`src/rtl/brk_pkg.sv`:
```
package brk_pkg;
  localparam int QW    = 6;
  localparam int NCH   = 2;
  localparam int NBUS  = 2;
  localparam int NFLAG = NCH * NBUS;
  localparam int RAW   = 4;
  localparam int REGS_PER_CH = 3;

  localparam logic [RAW-1:0] RG_B_DATA  = 4'd6;
  localparam logic [RAW-1:0] RG_B_DMASK = 4'd7;
  localparam logic [RAW-1:0] RG_FLAGS   = 4'd8;

  // qualifier groups: [1:0] bus {shared,local}, [3:2] {data,fetch}, [5:4] {write,read}
  function automatic logic qual_ok(input logic [QW-1:0] q, input logic on_shared,
                                   input logic fetch, input logic write);
    logic bus_ok, cyc_ok, dir_ok;
    bus_ok = on_shared ? q[1] : q[0];
    cyc_ok = fetch ? q[2] : q[3];
    dir_ok = write ? q[5] : q[4];
    return bus_ok & cyc_ok & dir_ok;
  endfunction

  function automatic logic qual_armed(input logic [QW-1:0] q);
    return (q[1:0] != 2'b00) && (q[3:2] != 2'b00) && (q[5:4] != 2'b00);
  endfunction
endpackage

```
`src/rtl/brk_xlate.sv`:
```
module brk_xlate #(
  parameter int AW       = 32,
  parameter int RB       = 3,
  parameter int ALIGN_LG = 2
) (
  input  logic [AW-1:0] issued_addr,
  input  logic          fetch,
  output logic [AW-1:0] phys_addr
);
  localparam logic [RB-1:0] RESERVED_TOP = '1;

  always_comb begin
    phys_addr = issued_addr;
    if (issued_addr[AW-1 -: RB] != RESERVED_TOP)
      phys_addr[AW-1 -: RB] = '0;
    if (fetch)
      phys_addr[ALIGN_LG-1:0] = '0;
  end
endmodule

```
`src/rtl/brk_match.sv`:
```
module brk_match
  import brk_pkg::*;
#(
  parameter int AW        = 32,
  parameter int DW        = 32,
  parameter bit ON_SHARED = 1'b0
) (
  input  logic          cyc_valid,
  input  logic [AW-1:0] cyc_addr,
  input  logic [DW-1:0] cyc_data,
  input  logic          cyc_fetch,
  input  logic          cyc_write,
  input  logic [AW-1:0] ref_addr,
  input  logic [AW-1:0] ref_amask,
  input  logic [DW-1:0] ref_data,
  input  logic [DW-1:0] ref_dmask,
  input  logic [QW-1:0] ref_qual,
  output logic          hit
);
  logic addr_eq, data_eq, kind_ok;

  always_comb begin
    addr_eq = ((cyc_addr ^ ref_addr) & ~ref_amask) == '0;
    data_eq = ((cyc_data ^ ref_data) & ~ref_dmask) == '0;
    kind_ok = qual_ok(ref_qual, ON_SHARED, cyc_fetch, cyc_write);
    hit     = cyc_valid & kind_ok & addr_eq & data_eq;
  end
endmodule

```
`src/rtl/brk_regs.sv`:
```
module brk_regs
  import brk_pkg::*;
#(
  parameter int AW = 32,
  parameter int DW = 32
) (
  input  logic                      clk,
  input  logic                      rst_n,
  input  logic                      cfg_wr,
  input  logic [RAW-1:0]            cfg_addr,
  input  logic [AW-1:0]             cfg_wdata,
  input  logic [NFLAG-1:0]          hit_set,
  output logic [NCH-1:0][AW-1:0]    ch_addr,
  output logic [NCH-1:0][AW-1:0]    ch_amask,
  output logic [NCH-1:0][QW-1:0]    ch_qual,
  output logic [DW-1:0]             b_data,
  output logic [DW-1:0]             b_dmask,
  output logic [NFLAG-1:0]          flags,
  output logic [AW-1:0]             cfg_rdata
);
  logic [NFLAG-1:0] flags_kept;

  always_comb begin
    flags_kept = flags;
    if (cfg_wr && cfg_addr == RG_FLAGS)
      flags_kept = flags & cfg_wdata[NFLAG-1:0];
  end

  always_ff @(posedge clk or negedge rst_n) begin
    if (!rst_n) begin
      ch_addr  <= '0;
      ch_amask <= '0;
      ch_qual  <= '0;
      b_data   <= '0;
      b_dmask  <= '0;
      flags    <= '0;
    end else begin
      flags <= flags_kept | hit_set;
      if (cfg_wr) begin
        for (int c = 0; c < NCH; c++) begin
          if (cfg_addr == RAW'(REGS_PER_CH * c))     ch_addr[c]  <= cfg_wdata;
          if (cfg_addr == RAW'(REGS_PER_CH * c + 1)) ch_amask[c] <= cfg_wdata;
          if (cfg_addr == RAW'(REGS_PER_CH * c + 2)) ch_qual[c]  <= cfg_wdata[QW-1:0];
        end
        if (cfg_addr == RG_B_DATA)  b_data  <= cfg_wdata[DW-1:0];
        if (cfg_addr == RG_B_DMASK) b_dmask <= cfg_wdata[DW-1:0];
      end
    end
  end

  always_comb begin
    cfg_rdata = '0;
    for (int c = 0; c < NCH; c++) begin
      if (cfg_addr == RAW'(REGS_PER_CH * c))     cfg_rdata = ch_addr[c];
      if (cfg_addr == RAW'(REGS_PER_CH * c + 1)) cfg_rdata = ch_amask[c];
      if (cfg_addr == RAW'(REGS_PER_CH * c + 2)) cfg_rdata = AW'(ch_qual[c]);
    end
    if (cfg_addr == RG_B_DATA)  cfg_rdata = AW'(b_data);
    if (cfg_addr == RG_B_DMASK) cfg_rdata = AW'(b_dmask);
    if (cfg_addr == RG_FLAGS)   cfg_rdata = AW'(flags);
  end
endmodule

```
`src/rtl/brk_cmp_top.sv`:
```
module brk_cmp_top
  import brk_pkg::*;
#(
  parameter int AW = 32,
  parameter int DW = 32
) (
  input  logic           clk,
  input  logic           rst_n,
  input  logic           cfg_wr,
  input  logic [3:0]     cfg_addr,
  input  logic [AW-1:0]  cfg_wdata,
  output logic [AW-1:0]  cfg_rdata,
  input  logic           lb_valid,
  input  logic [AW-1:0]  lb_addr,
  input  logic [DW-1:0]  lb_data,
  input  logic           lb_fetch,
  input  logic           lb_write,
  input  logic           sb_valid,
  input  logic [AW-1:0]  sb_addr,
  input  logic [DW-1:0]  sb_data,
  input  logic           sb_fetch,
  input  logic           sb_write,
  output logic           brk_req
);
  logic [NCH-1:0][AW-1:0] ch_addr;
  logic [NCH-1:0][AW-1:0] ch_amask;
  logic [NCH-1:0][QW-1:0] ch_qual;
  logic [DW-1:0]          b_data;
  logic [DW-1:0]          b_dmask;
  logic [NFLAG-1:0]       flags;
  logic [NFLAG-1:0]       hit;
  logic [AW-1:0]          sb_phys;
  logic                   req_q;

  brk_regs #(.AW(AW), .DW(DW)) u_regs (
    .clk(clk), .rst_n(rst_n),
    .cfg_wr(cfg_wr), .cfg_addr(cfg_addr), .cfg_wdata(cfg_wdata),
    .hit_set(hit),
    .ch_addr(ch_addr), .ch_amask(ch_amask), .ch_qual(ch_qual),
    .b_data(b_data), .b_dmask(b_dmask),
    .flags(flags), .cfg_rdata(cfg_rdata)
  );

  brk_xlate #(.AW(AW)) u_xlate (
    .issued_addr(sb_addr), .fetch(sb_fetch), .phys_addr(sb_phys)
  );

  for (genvar c = 0; c < NCH; c++) begin : g_ch
    logic [DW-1:0] dmask_c;
    if (c == NCH - 1) begin : g_data
      assign dmask_c = b_dmask;
    end else begin : g_nodata
      assign dmask_c = '1;
    end
    for (genvar b = 0; b < NBUS; b++) begin : g_bus
      logic          v;
      logic [AW-1:0] a;
      logic [DW-1:0] d;
      logic          f, w;
      if (b == 0) begin : g_local
        assign {v, a, d, f, w} = {lb_valid, lb_addr, lb_data, lb_fetch, lb_write};
      end else begin : g_shared
        assign {v, a, d, f, w} = {sb_valid, sb_phys, sb_data, sb_fetch, sb_write};
      end
      brk_match #(.AW(AW), .DW(DW), .ON_SHARED(b == 1)) u_match (
        .cyc_valid(v), .cyc_addr(a), .cyc_data(d), .cyc_fetch(f), .cyc_write(w),
        .ref_addr(ch_addr[c]), .ref_amask(ch_amask[c]),
        .ref_data(b_data), .ref_dmask(dmask_c), .ref_qual(ch_qual[c]),
        .hit(hit[c * NBUS + b])
      );
    end
  end

  always_ff @(posedge clk or negedge rst_n) begin
    if (!rst_n) req_q <= 1'b0;
    else        req_q <= (|hit) & ~(|flags);
  end

  assign brk_req = req_q;
endmodule

```
`config.mk`:
```
export PLATFORM = sky130hd
export DESIGN_NAME = brk_cmp_top
export DESIGN_NICKNAME = d
export VERILOG_FILES = /design/src/rtl/brk_pkg.sv /design/src/rtl/brk_xlate.sv /design/src/rtl/brk_match.sv /design/src/rtl/brk_regs.sv /design/src/rtl/brk_cmp_top.sv
export SDC_FILE = /design/constraint.sdc
export NUM_CORES = 1
export LEC_CHECK = 0
export BUFFER_PORTS_ARGS = -buffer_cell sky130_fd_sc_hd__buf_4
export CORE_MARGIN = 2
export CORE_UTILIZATION = 28
export CTS_CLUSTER_SIZE = 30
export DETAILED_ROUTE_END_ITERATION = 16
export SYNTH_ARGS = -nofsm -noshare
export SYNTH_HDL_FRONTEND = slang
export SYNTH_HIERARCHICAL = 1
export SYNTH_SLANG_ARGS = --single-unit
```
`constraint.sdc`:
```
create_clock -name clk -period 2 [get_ports clk]
set_input_delay 0.1 -clock clk [delete_from_list [all_inputs] [get_ports clk]]
set_output_delay 0.1 -clock clk [all_outputs]
set_load 0.02 [all_outputs]
```
# After elaboration in Yosys (flattened, before gate mapping)
# Cells that the tools add are included.
[totals]
elab_cells = 94
reg_bits = 209
in_bits = 173
out_inout_bits = 33
[classes]
mux = 20
bitwise = 37
n_reduce_logical = 18
n_eq_ne = 9
[op_table]
columns = ["cell", "count"]
rows = [
  ["$mux W32", 9],
  ["$and A32 B32 Y32", 6],
  ["$logic_not A32 Y1", 6],
  ["$xor A32 B32 Y32", 6],
  ["$not A32 Y32", 3],
  ["$and A1 B1 Y1", 19],
  ["$eq A4 B3 Y1 const B", 4],
  ["$reduce_and A2 Y1", 8],
  ["$eq A4 B2 Y1 const B", 2],
  ["$mux W1", 8],
  ["$reduce_or A4 Y1", 2],
  ["$and A4 B4 Y4", 1],
  ["$eq A4 B1 Y1 const B", 1],
  ["$eq A4 B4 Y1 const B", 1],
  ["$logic_not A4 Y1", 1],
  ["$mux W4", 1],
  ["$or A4 B4 Y4", 1],
  ["$mux W3", 1],
  ["$ne A3 B3 Y1 const B", 1],
  ["$mux W2", 1],
  ["$logic_and A1 B1 Y1", 1],
  ["$not A1 Y1", 1],
]

# Logic depth before layout (Yosys ltp)
# Gate-level depths: netlist (run 1).
[logic_depth]
ltp_word = 10
depth_mapped = 9
depth_no_buf = 8

# Hierarchy
# Netlist (run 1), hierarchy kept.
[modules_own_cells]
columns = ["module", "area_each_um2", "cells_per_inst", "seq_area_each_um2", "n_inst"]
rows = [
  ["brk_regs", 9999.6, 826, 5205.0, 1],
  ["brk_match", 922.1, 119, 0.0, 4],
  ["brk_xlate", 234.0, 32, 0.0, 1],
  ["brk_cmp_top", 46.3, 5, 25.0, 1],
]

# Least setup slack after synthesis (run 1)
# No wires, ideal clock.
[synth_timing]
path_kind = "input port to output port"
startpoint = "input port cfg_addr[3]"
endpoint = "output port cfg_rdata[13]"
arrival_ps = 1749
required_time_ps = 1900
n_path_buf = 3
cell_stages = 7
setup_slack_ps = 151
cell_sequence = "buf_2 > nor2b_1 > buf_2 > clkbuf_1 > a22oi_1 > o32a_1 > nor4_1"
[synth_between]
elab_chain_cells = 10
elab_cells_between_ends = 18
classes_between = "eq/ne: 8; mux: 9; reduce/logical: 1"
[synth_lines]
columns = ["element", "line_no", "source"]
rows = [
  ["start, declared", "brk_cmp_top.sv:10", "input logic [3:0] cfg_addr,"],
  ["$logic_not A4 Y1", "brk_regs.sv:54", "if (cfg_addr == RAW'(REGS_PER_CH * c)) cfg_rdata = ch_addr[c];"],
  ["$mux W32", "brk_regs.sv:54", ""],
  ["$mux W32", "brk_regs.sv:55", "if (cfg_addr == RAW'(REGS_PER_CH * c + 1)) cfg_rdata = ch_amask[c];"],
  ["$mux W32", "brk_regs.sv:56", "if (cfg_addr == RAW'(REGS_PER_CH * c + 2)) cfg_rdata = AW'(ch_qual[c]);"],
  ["$mux W32", "brk_regs.sv:54", ""],
  ["$mux W32", "brk_regs.sv:55", ""],
  ["$mux W32", "brk_regs.sv:56", ""],
  ["$mux W32", "brk_regs.sv:58", "if (cfg_addr == RG_B_DATA) cfg_rdata = AW'(b_data);"],
  ["$mux W32", "brk_regs.sv:59", "if (cfg_addr == RG_B_DMASK) cfg_rdata = AW'(b_dmask);"],
  ["$mux W32 (*)", "brk_regs.sv:60", "if (cfg_addr == RG_FLAGS) cfg_rdata = AW'(flags);"],
  ["end, declared", "brk_cmp_top.sv:12", "output logic [AW-1:0] cfg_rdata,"],
]
# Mark *: on every way between the ends. The rest lies on a longest branch, timed or not.

# Final worst setup path (run 1)
[layout_timing]
startpoint = "register u_regs/ch_addr[0] (netlist name)"
endpoint = "output port cfg_rdata[0]"
[layout_between]
elab_chain_cells = 9
[layout_lines]
columns = ["element", "line_no", "source"]
rows = [
  ["start, declared", "brk_regs.sv:13", "output logic [NCH-1:0][AW-1:0] ch_addr,"],
  ["start signal, assigned by index", "brk_regs.sv:41", "if (cfg_addr == RAW'(REGS_PER_CH * c)) ch_addr[c] <= cfg_wdata;"],
  ["$mux W32", "brk_regs.sv:54", ""],
  ["$mux W32", "brk_regs.sv:55", ""],
  ["$mux W32", "brk_regs.sv:56", ""],
  ["$mux W32", "brk_regs.sv:54", ""],
  ["$mux W32", "brk_regs.sv:55", ""],
  ["$mux W32", "brk_regs.sv:56", ""],
  ["$mux W32", "brk_regs.sv:58", ""],
  ["$mux W32", "brk_regs.sv:59", ""],
  ["$mux W32", "brk_regs.sv:60", ""],
]
# Every way passes these cells.

==> results.py, run 1 <==
metrics = {
    "placement": {
        "portBuffers": 205,
        "dp_hpwl_um": 42700,
        "gp_congestion": 0.919,
        "place_ws_ps": 4.45,
        "place_area_um2": 16800,
    },
    "critical_path": {
        "rr_startpoint": "u_regs/ch_addr[30]",
        "crit_arrival_ps": 1970,
        "r2r_cells": 8,
        "r2r_slack_ps": 80,
        "critPathMaxFanout": 2,
        "cp-end-kind": "output pin",
        "crit_type": "reg2out",
        "critPathRequiredTime_ps": 1900,
        "timing.rr.end": "brk_req",
        "startpoint_type": "register",
    },
    "status": {
        "violations": "negative setup slack",
        "status": "finished with violations",
    },
    "synthesis": {
        "ys_types": 47,
        "yosys_warnings": 6,
        "syn_inst": 1339,
        "synthDominantCellAreaShare": 0.374,
        "syn-cell-area_um2": 14000,
        "avgSynthCellArea_um2": 10.4,
        "yosys-top-cells-area": "dfrtp_1 37%, mux2_2 17%, xnor2_1 16%, o22ai_1 5.6%, nor2_1 2.9%",
        "ys_ff_latch": 209,
        "synth_area_leader_cell": "dfrtp_1",
        "synth_ff_type": "dfrtp_1",
        "synth-edff-count": 0,
        "synth_seq_area_share": 0.374,
        "async_flop_share": 1.00,
    },
    "detailed_routing": {
        "drt_wl_total_um": 57600,
        "drc": 0,
        "wl_per_cell_um": 24.2,
        "num_vias": 12439,
        "viasPerCell": 5.23,
        "drt_iter0_markers": 897,
        "ant_nets": 0,
        "firstDrtPassIters": 5,
    },
    "final_layout": {
        "drive_above_1_share": 0.409,
        "fin_area_um2": 18900,
        "finalNetCount": 1868,
        "layout_commonest_cell": "buf_4",
        "area_growth_pct": 35.2,
        "final_cell_mix": "283 x buf_4, 252 x xnor2_1, 209 x mux2_2, 167 x dfrtp_1, 124 x o22ai_1",
    },
    "power": {
        "p_per_area_nw_per_um2": 950,
        "p_leak_uw": 0.00757,
        "vdd_drop_max_uv": 575,
    },
    "sta": {
        "rsz0062_at_grt": "yes",
        "finalHoldViolations": 0,
        "fmax_ghz": 0.484,
        "max_slew.worst_pin.slew_ps": 729,
        "finalCritPeriodShare": 1.03,
        "slew_headroom": 0.512,
        "period_needed_ps": 2070,
        "skew_ps": 10.0,
        "setup_ws_ps": -68.2,
        "maxSlewViolCount": 0,
        "setup_viol": 6,
    },
    "floorplan": {
        "dieArea_um2": 51700,
        "ios": 206,
        "start_util": 0.285,
        "die_x_um": 227,
        "core_area_um2": 49100,
        "rows": 81,
        "fp.dieH_um": 227,
    },
    "clocking": {
        "clk_latency_ps": 540,
        "ctsHtreeMaxLevel": 1,
        "cts_root_buffer": "clkbuf_16",
        "tritoncts": "done",
        "cts.clk_slew.worst_paths_ps": 60,
        "cts_sinks": 209,
        "cts_buffer_depth": 3,
        "cts_buffers": 25,
    },
    "global_routing": {
        "grt_pass1_vias": 12818,
        "grt_pass1_wl_um": 83400,
        "grt_max_degree": 60,
        "gr-usage-all-layers": 0.220,
        "grt-ovfl-total": 0,
        "grt_antenna_before_repair": 3,
    },
    "min_path": {
        "min_path_type": "in2async",
    },
    "job": {
        "maxCapViolCount": 0,
    },
}
-- logic make-up after synthesis --
logic type / share of synthesized area
other cells: 0.000268
buf+inv: 0.0391
mux: 0.188
flops: 0.374
xor+xnor: 0.163
simple gates: 0.111
compound gates: 0.125
-- area by class of cell --
cell class,count,area [um2]
antenna,3,7.51
clock buffer,34,709
clock inverter,11,184
fill,4856,30200
inverter,1,3.75
multi-input combinational,1099,8780
sequential,209,5280
tap,664,831
timing repair buffer,359,3080
-- synth_stat cells, types with 10 or more instances --
master,n
buf_2,28
mux2i_1,10
and3_1,28
buf_4,36
mux2_2,210
nand2_1,37
clkbuf_1,25
o32a_1,25
nand4_1,12
xnor2_1,252
nand3_1,10
nor2_1,108
nand2b_1,35
o22ai_1,126
dfrtp_1,209
nor4_1,26
a21oi_1,38
a22oi_1,25
o21ai_0,31
-- worst max-delay path, stage by stage (launching register included) --
cell and delay [ps]:
dfrtp_1 380, mux2_4 280, o221ai_2 150, o21ai_1 110
a221o_1 360, buf_6 140
-- sequential cells by signal, summed over array words and instances (netlist names) --
signal and cells:
u_regs/ch_addr 64, brk_req 1, u_regs/b_dmask 32, u_regs/flags 4
u_regs/b_data 32, u_regs/ch_amask 64, u_regs/ch_qual 12
-- per-stage QoR --
step	utilization	TNS [ps]	cells	hold WS, ps	power, uW
CTS	0.381	-366	2361	55.5	17800
floorplan	-	0	1402	-196	10000
global placement	0.342	0	2247	53.3	12000
global route	0.385	-1500	2380	83.0	18800
finish	0.385	-166	2380	51.4	17900
detailed placement	0.342	0	2247	61.6	12200
-- per-layer routing --
layer | vias up | global-route usage | part of all wire
met5 | - | 0 | 0
met4 | 0 | 0.0955 | 0.047
li1 | 5520 | - | -
met3 | 116 | 0.0336 | 0.063
met1 | 6282 | 0.284 | 0.42
met2 | 521 | 0.364 | 0.47
-- how the worst max path moves through the flow --
stage / start / end / cells after the start
finish: u_regs/ch_addr[0] / cfg_rdata[0] / 5
global route: u_regs/b_data[7] / cfg_rdata[7] / 6
CTS: u_regs/b_data[9] / cfg_rdata[9] / 6
detailed placement: u_regs/b_data[21] / brk_req / 7
global placement: u_regs/b_data[21] / brk_req / 7
floorplan: cfg_addr[3] / cfg_rdata[13] / 7
-- repair_timing --
| item | 4_1_cts | 5_1_grt |
|---|---|---|
| setup endpoints to repair | 33 | 35 |
| hold buffers | 34 | 0 |
| resized for setup | 101 | 23 |
| endpoints found under the hold margin | 417 | 0 |
| setup buffers | 35 | 16 |
| pin swaps | 55 | 28 |
-- power breakdown --
part,switching [uW],internal [uW]
clock,1870,3120
sequential,1180,5230
combinational,3090,3440
total,6150,11800
Note: power is estimated with default switching activity, not from simulation.
==> run 2, diff against run 1 <==
HOLD_SLACK_MARGIN = 0.12   (was not set)
clock period = 1.7 ns   (was 2 ns; I/O delays follow)
==> results.py, run 2 (synthesis gave the netlist of run 1 again) <==
metrics = {
    "sta": {
        "setup_viol": 37,
        "skew_ps": 24.0,
        "slew_headroom": 0.454,
        "period_needed_ps": 2110,
        "fmax_ghz": 0.474,
        "finalSetupTns_ps": -9600,
        "finalCritPeriodShare": 1.24,
        "setup_ws_ps": -410,
        "finalHoldViolations": 0,
        "rsz0062_at_grt": "yes",
        "maxSlewViolCount": 0,
        "whs_ps": 189,
        "max_slew.worst_pin.slew_ps": 816,
    },
    "floorplan": {
        "rows": 81,
        "core_area_um2": 49100,
        "dieArea_um2": 51700,
        "start_util": 0.285,
        "ios": 206,
        "fp.dieH_um": 227,
        "die_x_um": 227,
    },
    "detailed_routing": {
        "drc": 0,
        "wl_per_cell_um": 23.0,
        "drt_iter0_markers": 821,
        "ant_nets": 0,
        "num_vias": 12824,
        "viasPerCell": 5.09,
        "drt_wl_total_um": 57900,
        "firstDrtPassIters": 5,
    },
    "critical_path": {
        "startpoint_type": "register",
        "crit_type": "reg2out",
        "path_buf_inv": 2,
        "slowest_stage": "dfrtp_2",
        "critPathRequiredTime_ps": 1620,
        "crit_arrival_ps": 2030,
        "r2r_slack_ps": -220,
        "r2r_cells": 9,
        "cp_num_cells": 6,
        "cp-end-kind": "output pin",
        "rr_startpoint": "u_regs/b_data[8]",
        "endpoint": "cfg_rdata[28]",
        "critPathMaxFanout": 2,
        "timing.rr.end": "brk_req",
        "slowest_delay_ps": 380,
        "cp_top_family": "simple AND/OR/NAND/NOR gates",
        "crit_chain": "nand2b_1 -> a21oi_1 -> o32a_1 -> nor4_4 -> buf_4 -> buf_6",
        "startpoint": "u_regs/b_data[28]",
    },
    "min_path": {
        "min_path_type": "in2reg",
    },
    "clocking": {
        "cts_buffer_depth": 3,
        "ctsHtreeMaxLevel": 1,
        "tritoncts": "done",
        "cts_root_buffer": "clkbuf_16",
        "clk_latency_ps": 560,
        "cts_buffers": 25,
        "cts_sinks": 209,
        "cts.clk_slew.worst_paths_ps": 60,
    },
    "global_routing": {
        "grt_pass1_wl_um": 84800,
        "grt_antenna_before_repair": 1,
        "gr-usage-all-layers": 0.221,
        "grt_pass1_vias": 13412,
        "grt-ovfl-total": 0,
        "grt_max_degree": 58,
    },
    "job": {
        "maxCapViolCount": 0,
    },
    "final_layout": {
        "reg_top3": "u_regs/ch_addr: 64 flops, u_regs/ch_amask: 64 flops",
        "layout_commonest_cell": "buf_4",
        "fin_area_um2": 20600,
        "final_core_util": 0.420,
        "finalNetCount": 2011,
        "final_cell_mix": "392 x buf_4, 234 x xnor2_1, 207 x mux2_2, 178 x dfrtp_1, 112 x o22ai_1",
        "drive_above_1_share": 0.481,
        "n_antenna_cell": 0,
        "area_growth_pct": 47.6,
        "fillers": 4737,
    },
    "power": {
        "p_per_area_nw_per_um2": 1080,
        "vdd_drop_max_uv": 616,
        "p_leak_uw": 0.00854,
    },
    "status": {
        "status": "finished with violations",
        "violations": "negative setup slack",
    },
    "placement": {
        "portBuffers": 205,
        "place_area_um2": 18000,
        "dp_hpwl_um": 43900,
        "gp_congestion": 0.921,
    },
}
## run 2: changes by cell type in the layout (fill, tap and decap cells not counted), moves of 6 or more
cell	before	now
buf_4	283	392
buf_6	25	48
xnor2_1	252	234
xnor2_2	4	20
o22ai_1	124	112
dfrtp_1	167	178
dfrtp_2	42	31
buf_12	16	26
o22ai_2	2	12
nor2_1	106	97
nor2_2	3	12
nor4_4	7	16
a21oi_1	28	22
nor4_2	24	18
## run 2: final cells by class
| type | instances | area (um2) | share of cell area |
|---|---|---|---|
| timing repair buffer | 502 | 4370 | 0.212 |
| sequential | 209 | 5270 | 0.256 |
| clock inverter | 6 | 66.3 | 0.00322 |
| clock buffer | 39 | 758 | 0.0368 |
| inverter | 1 | 3.75 | 0.000182 |
| tap | 664 | 831 | 0.0403 |
| multi-input combinational | 1099 | 9320 | 0.452 |
## run 2: metrics by stage
step	worst slack (ps)	power, uW	instances
5_1_grt	-480	23200	2520
3_5_place_dp	-370	15300	2373
2_1_floorplan	59.8	11900	1402
4_1_cts	-412	22000	2516
6_report	-410	22200	2520
3_3_place_gp	-360	15100	2373
## run 2: layer usage
layer | up-vias | track usage | part of all wire | wire, um
li1 | 5824 | - | - | -
met1 | 6434 | 0.280 | 0.41 | 23900
met2 | 444 | 0.378 | 0.49 | 28100
met3 | 120 | 0.0314 | 0.059 | 3420
met4 | 2 | 0.0915 | 0.042 | 2420
met5 | - | 0 | 0.00026 | 15
## run 2: worst min path at each step
| stage | startpoint | end | slack (ps) | cells after the start |
|---|---|---|---|---|
| after global routing | sb_valid | u_regs/flags[3] | 230 | 6 |
| after global placement | rst_n | u_regs/ch_addr[15] | 70 | 1 |
| after floorplan | rst_n | brk_req | -210 | 0 |
| after detailed placement | rst_n | u_regs/ch_amask[15] | 70 | 1 |
| after CTS | sb_valid | u_regs/flags[1] | 180 | 6 |
| final | sb_valid | u_regs/flags[1] | 190 | 6 |
## run 2: worst reg2reg max path, stage by stage, from the launching register on
cell	delay, ps
dfrtp_1	410
buf_6	140
xnor2_2	120
o22a_1	160
o221ai_2	90
nor3_2	240
nand4_1	210
nor4_4	320
nor4_2	70
nor2_1	90
## run 2: power breakdown
part           internal (uW)  leakage [uW]  total, uW  switching [uW]
sequential              6140       0.00254       7450            1310
clock                   3210      0.000408       5490            2280
combinational           5160       0.00559       9250            4090
## run 2: timing repair
item                                    CTS  global route
hold buffers                             35             0
endpoints found under the hold margin   417             0
gates resized for setup                 155            43
buffers inserted                         69             6
endpoints found under the setup margin   37            37
cloned                                    0             0
pin swaps                               104            36
